===== src/rtl/edge_stamp_pkg.sv =====
package edge_stamp_pkg;

    typedef enum logic [1:0] {
        RD_NONE  = 2'b00,
        RD_VALUE = 2'b01,
        RD_ERROR = 2'b10
    } rd_code_e;

endpackage


===== src/rtl/es_input_sync.sv =====
module es_input_sync #(
    parameter int STAGES = 2
) (
    input  logic clk,
    input  logic rst_n,
    input  logic async_in,
    output logic rise_pulse
);
    localparam int CHAIN_W = STAGES + 1;

    typedef struct packed {
        logic [CHAIN_W-1:0] chain;
    } sync_state_t;

    sync_state_t st_d, st_q;

    always_comb begin
        st_d       = st_q;
        st_d.chain = {st_q.chain[CHAIN_W-2:0], async_in};
    end

    always_ff @(posedge clk) begin
        if (!rst_n) st_q <= '0;
        else        st_q <= st_d;
    end

    // The newest synchronised bit against its delayed copy.
    assign rise_pulse = st_q.chain[STAGES-1] & ~st_q.chain[STAGES];

    a_r4_single_pulse: assert property (@(posedge clk) disable iff (!rst_n)
        rise_pulse |=> !rise_pulse);

endmodule


===== src/rtl/es_timebase.sv =====
module es_timebase #(
    parameter int PSC_W = 8,
    parameter int CNT_W = 16
) (
    input  logic             clk,
    input  logic             rst_n,
    input  logic [PSC_W-1:0] psc_cfg,
    input  logic [CNT_W-1:0] reload_cfg,
    output logic [CNT_W-1:0] count
);
    typedef struct packed {
        logic [PSC_W-1:0] psc;
        logic [CNT_W-1:0] cnt;
    } tb_state_t;

    tb_state_t st_d, st_q;
    logic      tick;

    always_comb begin
        st_d = st_q;
        tick = (st_q.psc >= psc_cfg);
        if (tick) begin
            st_d.psc = '0;
            if (st_q.cnt >= reload_cfg) st_d.cnt = '0;
            else                        st_d.cnt = st_q.cnt + 1'b1;
        end else begin
            st_d.psc = st_q.psc + 1'b1;
        end
    end

    always_ff @(posedge clk) begin
        if (!rst_n) st_q <= '0;
        else        st_q <= st_d;
    end

    assign count = st_q.cnt;

    a_r2_hold_between_ticks: assert property (@(posedge clk) disable iff (!rst_n)
        !tick |=> $stable(count));

    a_r3_wrap_to_zero: assert property (@(posedge clk) disable iff (!rst_n)
        (tick && count >= reload_cfg) |=> count == '0);

endmodule


===== src/rtl/es_capture.sv =====
module es_capture
    import edge_stamp_pkg::*;
#(
    parameter int CNT_W = 16
) (
    input  logic             clk,
    input  logic             rst_n,
    input  logic             enable,
    input  logic             rise_pulse,
    input  logic [CNT_W-1:0] count,
    input  logic             rd_strobe,
    input  logic             ovr_clr,
    output logic [CNT_W-1:0] stamp,
    output logic             valid,
    output logic             ovr,
    output rd_code_e         code
);
    typedef struct packed {
        logic [CNT_W-1:0] stamp;
        logic             valid;
        logic             ovr;
    } cap_state_t;

    cap_state_t st_d, st_q;
    logic       fire;

    always_comb begin
        st_d = st_q;
        fire = enable & rise_pulse;
        if (fire) begin
            st_d.stamp = count;
            st_d.valid = 1'b1;
        end else if (rd_strobe) begin
            st_d.valid = 1'b0;
        end
        if (fire && st_q.valid && !rd_strobe) st_d.ovr = 1'b1;
        else if (ovr_clr)                     st_d.ovr = 1'b0;
    end

    always_ff @(posedge clk) begin
        if (!rst_n) st_q <= '0;
        else        st_q <= st_d;
    end

    always_comb begin
        if (st_q.ovr)        code = RD_ERROR;
        else if (st_q.valid) code = RD_VALUE;
        else                 code = RD_NONE;
    end

    assign stamp = st_q.stamp;
    assign valid = st_q.valid;
    assign ovr   = st_q.ovr;

    a_r4_capture_loads: assert property (@(posedge clk) disable iff (!rst_n)
        (enable && rise_pulse) |=> valid && stamp == $past(count));

    a_r5_disabled_hold: assert property (@(posedge clk) disable iff (!rst_n)
        (!enable && !rd_strobe) |=> $stable(valid) && $stable(stamp));

    a_r6_read_clears: assert property (@(posedge clk) disable iff (!rst_n)
        (rd_strobe && !(enable && rise_pulse)) |=> !valid);

    a_r7_sticky: assert property (@(posedge clk) disable iff (!rst_n)
        (ovr && !ovr_clr) |=> ovr);

    a_r8_read_vs_capture: assert property (@(posedge clk) disable iff (!rst_n)
        (enable && rise_pulse && rd_strobe && !ovr_clr) |=> valid && ovr == $past(ovr));

endmodule


===== src/rtl/edge_stamp_unit.sv =====
module edge_stamp_unit
    import edge_stamp_pkg::*;
#(
    parameter int PSC_W       = 8,
    parameter int CNT_W       = 16,
    parameter int SYNC_STAGES = 2
) (
    input  logic             clk,
    input  logic             rst_n,
    input  logic             enable,
    input  logic             sig_async,
    input  logic [PSC_W-1:0] psc_cfg,
    input  logic [CNT_W-1:0] reload_cfg,
    input  logic             rd_strobe,
    input  logic             ovr_clr,
    output logic [CNT_W-1:0] timer_now,
    output logic [CNT_W-1:0] stamp_value,
    output logic             stamp_valid,
    output logic             ovr_flag,
    output logic [1:0]       rd_code
);
    logic     rise_pulse;
    rd_code_e code_e;

    es_input_sync #(.STAGES(SYNC_STAGES)) u_sync (
        .clk        (clk),
        .rst_n      (rst_n),
        .async_in   (sig_async),
        .rise_pulse (rise_pulse)
    );

    es_timebase #(.PSC_W(PSC_W), .CNT_W(CNT_W)) u_timebase (
        .clk        (clk),
        .rst_n      (rst_n),
        .psc_cfg    (psc_cfg),
        .reload_cfg (reload_cfg),
        .count      (timer_now)
    );

    es_capture #(.CNT_W(CNT_W)) u_capture (
        .clk        (clk),
        .rst_n      (rst_n),
        .enable     (enable),
        .rise_pulse (rise_pulse),
        .count      (timer_now),
        .rd_strobe  (rd_strobe),
        .ovr_clr    (ovr_clr),
        .stamp      (stamp_value),
        .valid      (stamp_valid),
        .ovr        (ovr_flag),
        .code       (code_e)
    );

    assign rd_code = code_e;

    a_r6_code_error: assert property (@(posedge clk) disable iff (!rst_n)
        ovr_flag |-> rd_code == 2'b10);

endmodule


===== config.mk =====
export PLATFORM = sky130hd
export DESIGN_NAME = edge_stamp_unit
export DESIGN_NICKNAME = d
export VERILOG_FILES = /design/src/rtl/edge_stamp_pkg.sv /design/src/rtl/es_input_sync.sv /design/src/rtl/es_timebase.sv /design/src/rtl/es_capture.sv /design/src/rtl/edge_stamp_unit.sv
export SDC_FILE = /design/constraint.sdc
export NUM_CORES = 1
export LEC_CHECK = 0
export ABC_CLOCK_PERIOD_IN_PS = 3100
export BUFFER_PORTS_ARGS = -buffer_cell sky130_fd_sc_hd__buf_2
export CAP_MARGIN = 20
export CORE_MARGIN = 5
export CORE_UTILIZATION = 54
export DETAILED_ROUTE_END_ITERATION = 6
export GPL_ROUTABILITY_DRIVEN = 0
export PLACE_DENSITY = 0.83
export SYNTH_ARGS = -nofsm -noshare
export SYNTH_HDL_FRONTEND = slang
export SYNTH_HIERARCHICAL = 1
export SYNTH_SLANG_ARGS = --single-unit
export TNS_END_PERCENT = 5

===== constraint.sdc =====
create_clock -name clk -period 3.1 [get_ports clk]
set_clock_uncertainty 0.2 [all_clocks]
set_input_delay 0.93 -clock clk [delete_from_list [all_inputs] [get_ports clk]]
set_output_delay 0.93 -clock clk [all_outputs]
set_load 0.03 [all_outputs]

; After elaboration in Yosys (flattened, before gate mapping)
; Index checks and enable logic that the tools add are counted.
[op_classes]
addsub = 2
n_lt_le_gt_ge = 2
muxes = 7
n_bitwise = 4
n_reduce_logical = 6
[op_table]
columns = op, n
row1 = "adder 16 x 1 -> 16 bit, second input constant", 1
row2 = greater-or-equal comparator 16 bit, 1
row3 = 2-to-1 mux 16 bit, 1
row4 = "adder 8 x 1 -> 8 bit, second input constant", 1
row5 = greater-or-equal comparator 8 bit, 1
row6 = 2-to-1 mux 1 bit, 5
row7 = nonzero test 2 bit, 2
row8 = AND 1 bit, 2
row9 = logical AND 1 bit, 2
row10 = 2-to-1 mux 2 bit, 1
row11 = inverter 1 bit, 2
row12 = OR reduction 2 bit, 1
row13 = zero test 1 bit, 1
[word_totals]
ff_bits = 45
inputBits = 30
output_inout_bits = 36
word_cells = 27

; Depth between registers and ports, before layout
; Gate-level depths: netlist of run 1.
[depth]
ltp_word = 6
mapped_depth = 9
mapped_depth_nobuf = 7

; Modules after synthesis
; Netlist of run 1, hierarchy kept.
[modules_own_cells]
columns = mod, n_inst, cells_per_inst, area_per_inst_um2
row1 = es_timebase, 1, 218, 1810.5
row2 = es_capture, 1, 82, 810.8
row3 = es_input_sync, 1, 7, 92.6

; Worst setup path before layout of run 1
; Ideal clock, no wire load.
[synth_path]
path_kind = input to register
startpoint = in reload_cfg[6]
endpoint = reg u_timebase.st_q (netlist bit u_timebase/count[2])
t_arrival_ns = 2.621
path_slack_ns = 0.200
stages = 8
n_path_buf = 1
cell_sequence = inv_1 ha_1 and3_4 a221o_1 a221o_1 a41o_2 buf_6 a22oi_1
[synth_via]
elab_chain_len = 2
[synth_lines]
columns = item, line_no
row1 = start: declaration, edge_stamp_unit.sv:13  ; input logic [CNT_W-1:0] reload_cfg,
row2 = greater-or-equal comparator 16 bit, es_timebase.sv:24  ; if (st_q.cnt >= reload_cfg) st_d.cnt = '0;
row3 = 2-to-1 mux 16 bit, es_timebase.sv:24
row4 = end signal: assignment, es_timebase.sv:33  ; else st_q <= st_d;
row5 = end: declaration, es_timebase.sv:16  ; tb_state_t st_d, st_q;
; No other way between the ends.
; A chain may end at the register's enable or synchronous reset.

; Worst setup path in the final report of run 1
[layout_path]
startpoint = in reload_cfg[6]
endpoint = reg u_timebase.st_q (netlist bit u_timebase/count[3])
; Same word-level chain as after synthesis.

==> results.sh, run 1 <==
export IMPL_outcome="completed"
export IMPL_worstHoldEndpoint="u_sync/st_q[1]"
export IMPL_syn_num_nets=363
export IMPL_cts_hold_buf=0
export IMPL_vdd_drop_max_mv=0.180
export IMPL_track_usage_pct=19.1
export IMPL_synth_area_um2=2710
export IMPL_grt_pass1_vias=2198
export IMPL_rr_endpoint="u_timebase/count[3]"
export IMPL_initial_utilization_pct=56.7
export IMPL_dieWidth_um=80.9
export IMPL_place_inst=413
export IMPL_finalSetupViolations=0
export IMPL_grt_first_pass_wirelength_um=9910
export IMPL_tns_ps=0
export IMPL_ant_nets=0
export IMPL_fp_row_count=25
export IMPL_worstPathRequired_ps=3120
export IMPL_wirelength_um=6020
export IMPL_leakage_nw=1.53
export IMPL_startpoint_type="primary input"
export IMPL_synthDistinctLibCells=42
export IMPL_crit_type="primary input to flip-flop"
export IMPL_fmax_mhz=361
export IMPL_layout_commonest_cell="buf_2"
export IMPL_switchingPower_mw=0.256
export IMPL_io_pins=66
export IMPL_dieArea_um2=6540
export IMPL_period_share_pct=89.5
export IMPL_combPwrFrac_pct=8.4
export IMPL_h_tree_depth=2
export IMPL_cap_violations=0
export IMPL_ys_seq_area_share_pct=33.2
export IMPL_drive_gt1_share_pct=24.9
export IMPL_switching_share_pct=22.4
export IMPL_remaining_drc_errors=0
export IMPL_rsz0062_at_grt="no"
export IMPL_syn_avg_cell_area_um2=8.84
export IMPL_clockPowerShare_pct=40.2
export IMPL_wl_per_cell_um=14.3
export IMPL_vias=2320
export IMPL_min_from="u_sync/st_q[0]"
export IMPL_mostFrequentLayoutCells="buf_2 (65), dfxtp_1 (45), inv_1 (29), ha_1 (26), o21a_1 (18)"
export IMPL_worst_path_max_fanout=16
export IMPL_cts_tree="done"
export IMPL_grt_max_degree=35
export IMPL_critPathArrivalTime_ps=2790
export IMPL_numCtsBuffers=5
export IMPL_vias_per_cell=5.51
export IMPL_antenna_found_initial=0
export IMPL_clk_path_buf_depth=2
export IMPL_synth_flop_cell="dfxtp_1"
export IMPL_synthArstFlopShare_pct=0
export IMPL_drt_iter0_drc=131
export IMPL_fin_crit_ps=2770
export IMPL_portBuffers=65
export IMPL_p_int_mw=0.888
export IMPL_area_growth_synth_to_final_pct=13.2
export IMPL_finalHoldViolCount=0
export IMPL_grt_overflow=0
export IMPL_p_per_area_nw_per_um2=372
export IMPL_drtPass1Iterations=4
export IMPL_dp_hpwl_um=4520
export IMPL_cts_resized=0
export IMPL_r2r_start="u_timebase/count[7]"
export IMPL_drv_slew=0
export IMPL_final_nets=409
export IMPL_synth_cells=307
export IMPL_worstSkewPairLatency_ps=300
export IMPL_end_kind="flip-flop"
export IMPL_clk_pin_slew_ps=90
export IMPL_rrSetupSlack_ps=610
export IMPL_slew_limit_headroom_pct=62.2
export IMPL_die_h_um=80.9
export IMPL_seqPwrFrac_pct=51.4
export IMPL_coreArea_um2=4790
export IMPL_cts_root_buf="clkbuf_8"
export IMPL_fin_cells=421
export IMPL_clkSinkCount=45
export IMPL_worstMarginPinSlew_ps=566
export IMPL_worst_r2r_cell_count=6
export IMPL_synth_edff_count=0
export IMPL_diodes=0
export IMPL_post_cts_buffers=0
export IMPL_synth_seq_cells=45
export IMPL_yosysWarnings=6
export IMPL_hp_class="flip-flop to flip-flop"
export IMPL_hold_depth=1
worst max path at each step:
stage | end | cells after the start | from | slack (ps)
floorplan | u_timebase/count[2] | 8 | reload_cfg[6] | 200
global placement | u_timebase/count[0] | 8 | reload_cfg[6] | 90
detailed placement | u_timebase/count[3] | 8 | reload_cfg[6] | 10
CTS | u_timebase/count[3] | 8 | reload_cfg[6] | 330
global route | u_timebase/count[12] | 8 | reload_cfg[6] | 240
finish | u_timebase/count[3] | 8 | reload_cfg[6] | 330
critical path, cell delays in order:
cell and delay, ps:
buf_2 80, inv_1 30, ha_1 300, and3_4 190
a221o_1 330, a221o_1 320, a41o_2 370, a22oi_1 240
Yosys cell counts (2+ instances only):
cell type | n | area [um^2]
a21boi_0 | 12 | 90.1
o21ai_0 | 10 | 50.1
and3_1 | 15 | 93.8
and3_2 | 4 | 30.0
xor2_1 | 3 | 26.3
a221o_1 | 2 | 20.0
a21boi_1 | 6 | 45.0
xnor2_1 | 4 | 35.0
buf_4 | 19 | 143
a22oi_1 | 10 | 75.1
buf_2 | 7 | 35.0
nor2_1 | 11 | 41.3
dfxtp_1 | 45 | 901
inv_1 | 29 | 109
o21a_1 | 18 | 135
buf_6 | 2 | 22.5
and2_1 | 3 | 18.8
nand2_1 | 17 | 63.8
a22oi_2 | 3 | 37.5
and4_1 | 2 | 17.5
or3_1 | 7 | 43.8
a21oi_1 | 8 | 40.0
nand2b_1 | 5 | 31.3
or4_1 | 6 | 45.0
ha_1 | 26 | 325
nand3_1 | 11 | 55.1
o31ai_1 | 7 | 52.6
power groups by stage:
| stage | logic (mW) | registers (mW) | clock network (mW) |
|---|---|---|---|
| global placement | 0.0921 | 0.602 | 0 |
| CTS | 0.0968 | 0.588 | 0.468 |
| finish | 0.0962 | 0.588 | 0.460 |
| detailed placement | 0.0964 | 0.602 | 0 |
| global route | 0.111 | 0.589 | 0.491 |
| floorplan | 0.0645 | 0.601 | 0 |
layout make-up:
| type | instances | area, um^2 |
|---|---|---|
| timing repair buffer | 69 | 368 |
| clock inverter | 1 | 30.0 |
| inverter | 29 | 109 |
| multi-input combinational | 203 | 1500 |
| sequential | 45 | 901 |
| tap | 67 | 83.8 |
| fill | 412 | 1710 |
| clock buffer | 7 | 86.3 |
registers in the layout, summed over array words and instances, names as in the netlist:
signal,flops
u_timebase/st_q,8
u_capture/ovr,1
u_capture/stamp,16
u_timebase/count,16
u_sync/st_q,3
u_capture/valid,1
logic make-up (layout without fill, tap and decap cells):
family / count (synthesis) / after routing / synth area share [%]
compound gates: 83 / 83 / 22.7
xor+xnor: 7 / 7 / 2.26
fa+ha+maj: 26 / 26 / 12.0
buf+inv: 59 / 106 / 11.7
flops: 45 / 45 / 33.2
simple gates: 87 / 87 / 18.2
layer usage:
metal | GRT usage, % | routed length [um] | share of wire (%) | vias up
met3 | 4.32 | 429 | 7.1 | 13
met4 | 9.12 | 138 | 2.3 | 0
met1 | 24.7 | 2640 | 44 | 1064
li1 | - | - | - | 1167
met2 | 30.0 | 2810 | 47 | 76
met5 | 0 | 0 | 0 | -
through the flow:
step	total power, mW	utilization [%]	worst slack (ps)	hold slack [ps]	cell area [um^2]
finish	1.14	64.2	327	256	3070
global route	1.19	64.2	242	286	3070
CTS	1.15	64.2	325	252	3070
detailed placement	0.698	61.8	11.8	231	2960
global placement	0.694	61.8	87.7	223	2960
floorplan	0.666	-	200	212	2710
(Power assumes the default switching activity.)
==> run 2, diff against run 1 <==
- ABC_CLOCK_PERIOD_IN_PS: 3100 -> 2900
- clock period: 3.1 -> 2.9 ns (I/O delays scaled with it)
==> results.sh, run 2 (synthesized netlist as in run 1, its figures left out) <==
export IMPL_grt_first_pass_wirelength_um=10200
export IMPL_critPathArrivalTime_ps=2790
export IMPL_grt_pass1_vias=2173
export IMPL_crit_type="primary input to flip-flop"
export IMPL_finalHoldViolCount=0
export IMPL_mostFrequentLayoutCells="buf_2 (65), dfxtp_1 (45), inv_1 (29), ha_1 (26), o21a_1 (18)"
export IMPL_p_int_mw=1.01
export IMPL_cts_tree="done"
export IMPL_total_power_mw=1.29
export IMPL_crit_buf_inv=2
export IMPL_drtPass1Iterations=4
export IMPL_cts_root_buf="clkbuf_8"
export IMPL_end_kind="flip-flop"
export IMPL_wirelength_um=6100
export IMPL_vdd_drop_max_mv=0.193
export IMPL_dieArea_um2=6540
export IMPL_drt_iter0_drc=171
export IMPL_h_tree_depth=2
export IMPL_period_share_pct=95.8
export IMPL_rsz0062_at_grt="no"
export IMPL_slew_limit_headroom_pct=60.9
export IMPL_worst_path_max_fanout=16
export IMPL_clk_pin_slew_ps=90
export IMPL_final_nets=413
export IMPL_antenna_found_initial=0
export IMPL_crit_chain="buf_2, inv_1, ha_1, and3_4, a221o_1, a221o_1, a41o_2, o31ai_1"
export IMPL_place_inst=417
export IMPL_finalSetupViolations=0
export IMPL_dp_hpwl_um=4460
export IMPL_fp_row_count=25
export IMPL_worstPathRequired_ps=2910
export IMPL_grt_max_degree=35
export IMPL_cts_hold_buf=0
export IMPL_drv_slew=0
export IMPL_cap_violations=0
export IMPL_leakage_nw=1.55
export IMPL_ant_nets=0
export IMPL_tns_ps=0
export IMPL_io_pins=66
export IMPL_fin_crit_ps=2780
export IMPL_initial_utilization_pct=56.7
export IMPL_coreArea_um2=4790
export IMPL_rrSetupSlack_ps=340
export IMPL_clk_path_buf_depth=2
export IMPL_portBuffers=65
export IMPL_nFillCells=405
export IMPL_seqPwrFrac_pct=48.6
export IMPL_vias_per_cell=5.52
export IMPL_wl_per_cell_um=14.4
export IMPL_dieWidth_um=80.9
export IMPL_grt_overflow=0
export IMPL_switchingPower_mw=0.282
export IMPL_remaining_drc_errors=0
export IMPL_post_cts_buffers=0
export IMPL_regArea_um2=901
export IMPL_p_per_area_nw_per_um2=416
export IMPL_multi_input_area_um2=1500
export IMPL_clockPowerShare_pct=43.3
export IMPL_layout_commonest_cell="buf_2"
export IMPL_startpoint_type="primary input"
export IMPL_path_common_cell="a221o_1"
export IMPL_fmax_mhz=360
export IMPL_cp_slowest_cell="a41o_2"
export IMPL_area_growth_synth_to_final_pct=14.5
export IMPL_worstMarginPinSlew_ps=585
export IMPL_critPathTopFamily="compound AO/OA/AOI/OAI gates"
export IMPL_diodes=0
export IMPL_fin_cells=425
export IMPL_switching_share_pct=21.8
export IMPL_vias=2346
export IMPL_numCtsBuffers=5
export IMPL_die_h_um=80.9
export IMPL_max_stage_delay_ps=370
export IMPL_combPwrFrac_pct=8.0
export IMPL_clkSinkCount=45
export IMPL_drive_gt1_share_pct=26.0
export IMPL_track_usage_pct=19.6
export IMPL_outcome="completed"
export IMPL_worstSkewPairLatency_ps=300
export IMPL_cts_resized=0
export IMPL_hp_class="flip-flop to flip-flop"
[run 2: path summary, 6_finish.rpt]
check | startpoint | end | cells after the start
max | reload_cfg[6] | u_timebase/count[0] | 8
min | u_sync/st_q[0] | u_sync/st_q[1] | 1
max reg2reg | u_timebase/count[7] | u_timebase/count[0] | 6
min reg2reg | u_sync/st_q[0] | u_sync/st_q[1] | 1
[run 2: power groups by stage]
stage,registers [mW],logic (mW),clock network [mW]
floorplan,0.643,0.0690,0
global placement,0.643,0.0987,0
detailed placement,0.644,0.103,0
CTS,0.629,0.104,0.564
global route,0.630,0.118,0.589
finish,0.629,0.104,0.560
[run 2: layout make-up]
class,instances,area share (%)
Tap cell,67,2.70
Multi-Input combinational cell,203,48.1
Sequential cell,45,29.0
Clock inverter,3,2.09
Timing Repair Buffer,73,12.4
Inverter,29,3.50
Clock buffer,5,2.21
[run 2: metrics by stage]
step | area [um^2] | util, % | hold slack [ps] | setup WS [ps]
global route | 3110 | 64.9 | 285 | 88.7
detailed placement | 2970 | 62.1 | 235 | -165
CTS | 3110 | 64.9 | 256 | 153
global placement | 2970 | 62.1 | 221 | -52.8
finish | 3110 | 64.9 | 257 | 120
floorplan | 2710 | - | 212 | 59.8
[run 2: per-layer routing]
| layer | vias up | wire length, um | global-route usage, % |
|---|---|---|---|
| met2 | 81 | 2750 | 28.9 |
| met4 | 0 | 133 | 10.5 |
| met1 | 1080 | 2800 | 26.9 |
| met3 | 11 | 414 | 3.55 |
| met5 | - | 0 | 0 |
| li1 | 1174 | - | - |
[run 2: worst reg2reg max path, delay by kind of cell (launching register included)]
family	cells	cell delay, ps
and+or+nand+nor	1	160
DFF	1	500
adders and majority gates	1	310
AOI/OAI and AO/OA	4	1310
==> run 3, diff against run 2 <==
--- a/config.mk
+++ b/config.mk
@@ -8,4 +8,3 @@
 export ABC_CLOCK_PERIOD_IN_PS = 2900
-export BUFFER_PORTS_ARGS = -buffer_cell sky130_fd_sc_hd__buf_2
-export CAP_MARGIN = 20
+export BUFFER_PORTS_ARGS = -buffer_cell sky130_fd_sc_hd__buf_4
 export CORE_MARGIN = 5
--- a/constraint.sdc
+++ b/constraint.sdc
@@ -4,2 +4,2 @@
 set_output_delay 0.87 -clock clk [all_outputs]
-set_load 0.03 [all_outputs]
+set_load 0.1 [all_outputs]
==> results.sh, run 3 (synthesized netlist as in run 1, its figures left out) <==
export IMPL_crit_chain="buf_4, inv_1, ha_1, and3_4, a221o_1, a221o_1, a41o_2, a22oi_1"
export IMPL_cap_violations=0
export IMPL_hold_depth=1
export IMPL_cp_slowest_cell="a41o_2"
export IMPL_finalHoldViolCount=0
export IMPL_hp_class="flip-flop to flip-flop"
export IMPL_vdd_drop_max_mv=0.229
export IMPL_dieArea_um2=6540
export IMPL_clkSinkCount=45
export IMPL_remaining_drc_errors=0
export IMPL_wirelength_um=5880
export IMPL_outcome="completed"
export IMPL_ant_nets=0
export IMPL_critPathTopFamily="compound AO/OA/AOI/OAI gates"
export IMPL_crit_buf_inv=2
export IMPL_drive_gt1_share_pct=25.4
export IMPL_final_nets=410
export IMPL_grt_pass1_vias=2096
export IMPL_antenna_found_initial=0
export IMPL_vias_per_cell=5.51
export IMPL_grt_max_degree=35
export IMPL_end_kind="flip-flop"
export IMPL_io_pins=66
export IMPL_place_inst=414
export IMPL_startpoint_type="primary input"
export IMPL_seqPwrFrac_pct=51.1
export IMPL_clockPowerShare_pct=39.3
export IMPL_drt_iter0_drc=101
export IMPL_setup_ws_ps=201
export IMPL_cts_root_buf="clkbuf_8"
export IMPL_worst_path_max_fanout=16
export IMPL_path_common_cell="a221o_1"
export IMPL_wl_per_cell_um=13.9
export IMPL_period_share_pct=93.1
export IMPL_clk_pin_slew_ps=80
export IMPL_worstPathRequired_ps=2910
export IMPL_portBuffers=65
export IMPL_p_int_mw=0.960
export IMPL_die_h_um=80.9
export IMPL_cts_resized=0
export IMPL_grt_first_pass_wirelength_um=9600
export IMPL_initial_utilization_pct=56.7
export IMPL_fin_crit_ps=2700
export IMPL_hold_ws_ps=253
export IMPL_dp_hpwl_um=4430
export IMPL_r2r_start="u_timebase/count[5]"
export IMPL_worstHoldEndpoint="u_sync/st_q[1]"
export IMPL_critPathArrivalTime_ps=2710
export IMPL_combPwrFrac_pct=9.6
export IMPL_track_usage_pct=18.3
export IMPL_post_cts_buffers=0
export IMPL_p_per_area_nw_per_um2=380
export IMPL_drv_slew=0
export IMPL_nFillCells=406
export IMPL_rsz0062_at_grt="no"
export IMPL_layout_commonest_cell="buf_4"
export IMPL_rrSetupSlack_ps=450
export IMPL_fin_cells=422
export IMPL_switching_share_pct=21.9
export IMPL_numCtsBuffers=5
export IMPL_cts_tree="done"
export IMPL_mostFrequentLayoutCells="buf_4 (70), dfxtp_1 (45), inv_1 (29), ha_1 (26), o21a_1 (18)"
export IMPL_worstMarginPinSlew_ps=588
export IMPL_cts_hold_buf=0
export IMPL_area_growth_synth_to_final_pct=19.3
export IMPL_rr_endpoint="u_timebase/count[5]"
export IMPL_fmax_mhz=370
export IMPL_h_tree_depth=2
export IMPL_worstSkewPairLatency_ps=290
export IMPL_clk_path_buf_depth=2
export IMPL_min_from="u_sync/st_q[0]"
export IMPL_vias=2327
export IMPL_switchingPower_mw=0.270
export IMPL_diodes=0
export IMPL_grt_overflow=0
export IMPL_crit_type="primary input to flip-flop"
export IMPL_dieWidth_um=80.9
export IMPL_worst_r2r_cell_count=6
export IMPL_leakage_nw=1.55
export IMPL_coreArea_um2=4790
export IMPL_max_stage_delay_ps=360
export IMPL_fp_row_count=25
export IMPL_place_ws_ps=-96.3
export IMPL_finalSetupViolations=0
export IMPL_slew_limit_headroom_pct=60.7
export IMPL_drtPass1Iterations=4
-- run 3: how the worst max path moves through the flow --
| stage | from | end | slack (ps) | cells past startpoint |
|---|---|---|---|---|
| global placement | reload_cfg[6] | u_timebase/count[0] | -50 | 8 |
| floorplan | reload_cfg[6] | u_timebase/count[2] | 60 | 8 |
| CTS | reload_cfg[6] | u_timebase/count[11] | 220 | 8 |
| finish | reload_cfg[6] | u_timebase/count[5] | 200 | 8 |
| detailed placement | reload_cfg[6] | u_timebase/count[11] | -100 | 8 |
| global route | reload_cfg[6] | u_timebase/count[10] | 130 | 8 |
-- run 3: final cells by class --
cell class | count | area [um^2] | area share [%]
inverter | 29 | 109 | 3.36
clock buffer | 7 | 86.3 | 2.67
sequential | 45 | 901 | 27.8
multi-input combinational | 203 | 1500 | 46.4
clock inverter | 1 | 30.0 | 0.927
tap | 67 | 83.8 | 2.59
timing repair buffer | 70 | 526 | 16.2
-- run 3: per-layer routing --
metal  vias up  track usage, %  part of all wire (%)
li1       1171               -                     -
met1      1066            24.8                    47
met2        81            28.9                    45
met3         9            2.66                   5.6
met4         0            7.94                   2.0
met5         -               0                     0
-- run 3: worst reg2reg max path: cells and delay by family, from the launching register on --
kind / cells / cell delay (ps)
AND/OR/NAND/NOR: 1 / 170
AO/OA/AOI/OAI: 4 / 1250
flip-flops: 1 / 470
adder cells (fa/ha/maj): 1 / 290
-- run 3: metrics by stage --
step	utilization [%]	power, mW	setup TNS [ps]	area, um^2
global route	67.7	1.28	0	3240
global placement	65.2	0.757	-487	3120
CTS	67.7	1.24	0	3240
finish	67.7	1.23	0	3240
detailed placement	65.2	0.761	-1160	3120
floorplan	-	0.717	0	2720
-- run 3: power by group through the flow --
stage	clock, mW	sequential, mW	combinational [mW]
floorplan	0	0.645	0.0721
global placement	0	0.643	0.114
detailed placement	0	0.644	0.117
CTS	0.493	0.629	0.118
global route	0.523	0.630	0.132
finish	0.483	0.629	0.118
